## src/rtl/refdiv_pfd.sv

```systemverilog
module refdiv_pfd #(
  parameter int RATIO_01 = 256,
  parameter int RATIO_11 = 128,
  parameter int RATIO_X0 = 160
) (
  input  logic       clk,
  input  logic       rst_n,
  input  logic       fb_in,
  input  logic [1:0] rsel,
  input  logic       cp_hi,
  input  logic       pump_off,
  input  logic       vt_off,
  output logic       cmp_tick,
  output logic       pump_up,
  output logic       pump_dn,
  output logic       i_high,
  output logic       pump_dis,
  output logic       varicap_off
);
  localparam int RMAX = (RATIO_01 > RATIO_11) ?
                        ((RATIO_01 > RATIO_X0) ? RATIO_01 : RATIO_X0) :
                        ((RATIO_11 > RATIO_X0) ? RATIO_11 : RATIO_X0);
  localparam int CW = $clog2(RMAX + 1);

  logic [CW-1:0] cnt, lim, nxt_lim;
  logic          tick_q, term;
  logic          fb_d, fb_rise, up_q, dn_q, set_up, set_dn;

  assign nxt_lim = !rsel[0] ? CW'(RATIO_X0) : (rsel[1] ? CW'(RATIO_11) : CW'(RATIO_01));
  assign term    = (cnt == lim - CW'(1));

  always_ff @(posedge clk or negedge rst_n)
    if (!rst_n) begin
      cnt    <= '0;
      lim    <= CW'(RATIO_X0);
      tick_q <= 1'b0;
    end else begin
      tick_q <= term;
      if (term) begin
        cnt <= '0;
        lim <= nxt_lim;
      end else begin
        cnt <= cnt + CW'(1);
      end
    end

  assign fb_rise = fb_in & ~fb_d;
  assign set_up  = up_q | tick_q;
  assign set_dn  = dn_q | fb_rise;

  always_ff @(posedge clk or negedge rst_n)
    if (!rst_n) begin
      fb_d <= 1'b0;
      up_q <= 1'b0;
      dn_q <= 1'b0;
    end else begin
      fb_d <= fb_in;
      up_q <= set_up & ~set_dn;
      dn_q <= set_dn & ~set_up;
    end

  assign cmp_tick    = tick_q;
  assign pump_up     = up_q & ~pump_off;
  assign pump_dn     = dn_q & ~pump_off;
  assign pump_dis    = pump_off;
  assign i_high      = cp_hi;
  assign varicap_off = vt_off;
endmodule

```

## config.mk

```make
export PLATFORM = sky130hd
export DESIGN_NAME = refdiv_pfd
export DESIGN_NICKNAME = d
export VERILOG_FILES = /design/src/rtl/refdiv_pfd.sv
export SDC_FILE = /design/constraint.sdc
export NUM_CORES = 1
export LEC_CHECK = 0
export ABC_AREA = 1
export CAP_MARGIN = 10
export CORE_ASPECT_RATIO = 1.1
export CORE_MARGIN = 3
export CORE_UTILIZATION = 35
export CTS_CLUSTER_DIAMETER = 30
export DETAILED_ROUTE_END_ITERATION = 10
export DONT_BUFFER_PORTS = 1
export MAX_ROUTING_LAYER = met4
export PLACE_DENSITY_LB_ADDON = 0.05
export SYNTH_ARGS = -nofsm -noshare
export SYNTH_HDL_FRONTEND = slang
export SYNTH_SLANG_ARGS = --single-unit
```

## constraint.sdc

```tcl
create_clock -name clk -period 1.5 [get_ports clk]
set_clock_uncertainty 0.15 [all_clocks]
set_input_delay 0.3 -clock clk [delete_from_list [all_inputs] [get_ports clk]]
set_output_delay 0.3 -clock clk [all_outputs]
set_load 0.005 [all_outputs]
```

==> results.md <==
- Status: finished with violations
- Violated checks: setup timing
- Yosys cell types: 23
- Die Width: 54.9 µm
- Top Ports: 14
- Syn Nets: 126
- Final wirelength: 1680 µm
- Max_cap viols: 0
- Placed instance count: 146
- Hold Vio Cnt, Final: 0
- Clock Path Buffers: 2
- First-pass GRT wire length: 2880 µm
- Hold Path Depth: 2
- Fin nets: 135
- CP Capture Type: register
- Drt via density: 4.33
- Core Region: 2360 µm²
- WP buf/inv: 3
- Initial DRC count: 5
- Vias in the first global route: 651
- WS Path Type: reg2reg
- Total number of vias: 667
- Register area: 403 µm²
- Critical path launch point type: register
- Largest net degree at the start of global routing: 17
- Least-Margin Pin Slew: 0.734 ns
- Remaining routing DRC violations: 0
- Req. time, crit path: 1.54 ns
- CTS tree: done
- CTS HTree Levels: 1
- Avg Cell Area, Syn: 7.94 µm²
- CP Data Arrival Time: 1.67 ns
- Headroom to the max-slew limit: 50.9%
- Slowest stage cell on the critical path: dfstp_2
- Min Clock Period, post-route: 1.63 ns
- Flops & latches, synth: 16
- Initial antenna violation count: 0
- Most common cell after layout, fill and taps aside: nand2_1
- Crit share post-route: 109%
- Area growth syn-to-layout: 14.8%
- Port Buffers: 0
- Fillcell total: 248
- N_diodes: 0
- Skew-Pair Late Insertion Delay: 0.29 ns
- Clock slew at reported path FFs: 0.10 ns
- CTS Root Cell: clkbuf_4
- Cell Pwr Density: 701 nW/µm²
- DP Worst Slack: -0.126 ns
- Hold Path Class: in2reg
- Max incr delay on CP: 0.56 ns
- Final setup violating endpoints: 10
- HPWL after detailed placement: 1280 µm
- CP max FO: 7
- Non-filler cells, final: 154
- Max Clock Freq: 614 MHz
- Final Wtd Congestion: 0.767
- # clock sinks: 16
- Initial Util: 38.9%
- Share of post-route cells with drive strength above 1: 33.9%
- Max Slew Vio Count: 0
- Synthesized cell area: 921 µm²
- Multi-input combinational cell area: 417 µm²
- CTS Buf Count: 3
- Drt pass-1 iters: 4
- Die height: 59.8 µm
- Grt ovf: 0
- Num rows: 18
- RSZ-0062 raised after global routing: true
- Most frequent cells in the layout: 25 x nand2_1, 17 x inv_1, 14 x dfrtp_1
- Ys Warns: 0
- Worst reg-to-reg path cell count: 9
- Seq/Total Area, Yosys: 43.8%
- CP delay by family, top: flip-flops
- Post-synthesis cell count: 116
- Per-cell routed wire length: 10.9 µm
- Pleak: 0.528 nW
- All-Layer GR Usage: 12.7%
- Worst Setup Slack, final: -0.129 ns
- Cells along the critical path: inv_2 > ha_4 > inv_2 > nand2_2 > nand2_2 > nor2_4 > nand3_4 > inv_6 > nor2_2
- Crit. path cell count: 9
- Final ANT Viol Nets: 0
- Worst VDD drop: 0.000298 V
- Full die area: 3280 µm²
[metrics by stage]
stage	TNS [ns]	power, W	instance area (µm²)	util, %	hold slack (ns)
5_1_grt	-1.70	0.000773	1060	44.7	0.0655
4_1_cts	-0.982	0.000753	1040	44.0	0.0513
3_3_place_gp	-0.857	0.000445	971	41.1	-0.145
2_1_floorplan	-0.386	0.000451	933	-	-0.146
3_5_place_dp	-1.01	0.000445	971	41.1	-0.145
6_report	-1.03	0.000741	1060	44.7	0.0590
[cells in the mapped netlist, drive strengths merged]
master / number / area [µm²]
a21oi: 1 / 5.00
buf: 3 / 22.5
clkinv: 1 / 5.00
dfrtp: 14 / 350
dfstp: 2 / 52.6
ha: 2 / 25.0
inv: 25 / 98.8
nand2: 34 / 143
nand3: 10 / 67.6
nand4: 2 / 12.5
nor2: 16 / 95.1
nor3: 1 / 5.00
o21a: 1 / 7.51
o21ai: 1 / 5.00
xnor2: 1 / 8.76
xor2: 2 / 17.5
[worst reg2reg max path: stages (launching register included)]
cell,delay (ns)
dfstp_2,0.56
inv_2,0.05
ha_4,0.27
inv_2,0.04
nand2_2,0.05
nand2_2,0.06
nor2_4,0.09
nand3_4,0.11
inv_6,0.11
nor2_2,0.04
[cells by family after synthesis]
logic type	after synthesis	synth area share (%)
AO/OA/AOI/OAI	3	1.90
XOR/XNOR	3	2.85
adder cells (fa/ha/maj)	2	2.72
AND/OR/NAND/NOR	63	35.1
buffers and inverters	29	13.7
flip-flops	16	43.8
[per-layer routing]
metal | routed length, µm | track usage, % | share of wire (%) | vias to the layer above
met1 | 875 | 19.0 | 52 | 297
li1 | - | - | - | 361
met2 | 733 | 16.2 | 44 | 7
met5 | 0 | - | 0 | -
met4 | 22 | 6.25 | 1.3 | 0
met3 | 45 | 2.24 | 2.7 | 2
[path summary, 6_finish.rpt]
check                                   startpoint                to  slack, ns
worst min register to register      up_q$_DFF_PN0_    dn_q$_DFF_PN0_       0.32
worst max register to register  lim[7]$_DFFE_PN1N_  cnt[0]$_DFF_PN0_      -0.13
min in group asynchronous                    rst_n  cnt[8]$_DFF_PN0_       0.36
worst max-delay path            lim[7]$_DFFE_PN1N_  cnt[0]$_DFF_PN0_      -0.13
max in group asynchronous                    rst_n  cnt[0]$_DFF_PN0_       0.38
worst min-delay path                         fb_in    up_q$_DFF_PN0_       0.06
[state kept, by name (all words and copies together) (netlist names)]
signal,count
cmp_tick,1
cnt,9
dn_q,1
fb_d,1
lim,3
up_q,1
[timing repair]
item,4_1_cts,5_1_grt
endpoints found under the hold margin,18,0
buffers inserted,0,1
pin swaps,1,2
hold buffers,3,0
setup endpoints to repair,10,10
gates resized for setup,2,3
[where the power goes]
part           switching (W)  internal (W)  total (W)
clock               0.000142      0.000148   0.000290
sequential       0.000000314      0.000433   0.000433
combinational      0.0000115    0.00000651  0.0000180
[layout make-up]
| cell class | instances | area share (%) |
|---|---|---|
| Timing Repair Buffer | 7 | 5.68 |
| Multi-Input combinational cell | 71 | 39.4 |
| Inverter | 26 | 9.82 |
| Clock buffer | 4 | 3.43 |
| Tap cell | 30 | 3.55 |
| Sequential cell | 16 | 38.1 |
Note: power is estimated with default switching activity, not from simulation.
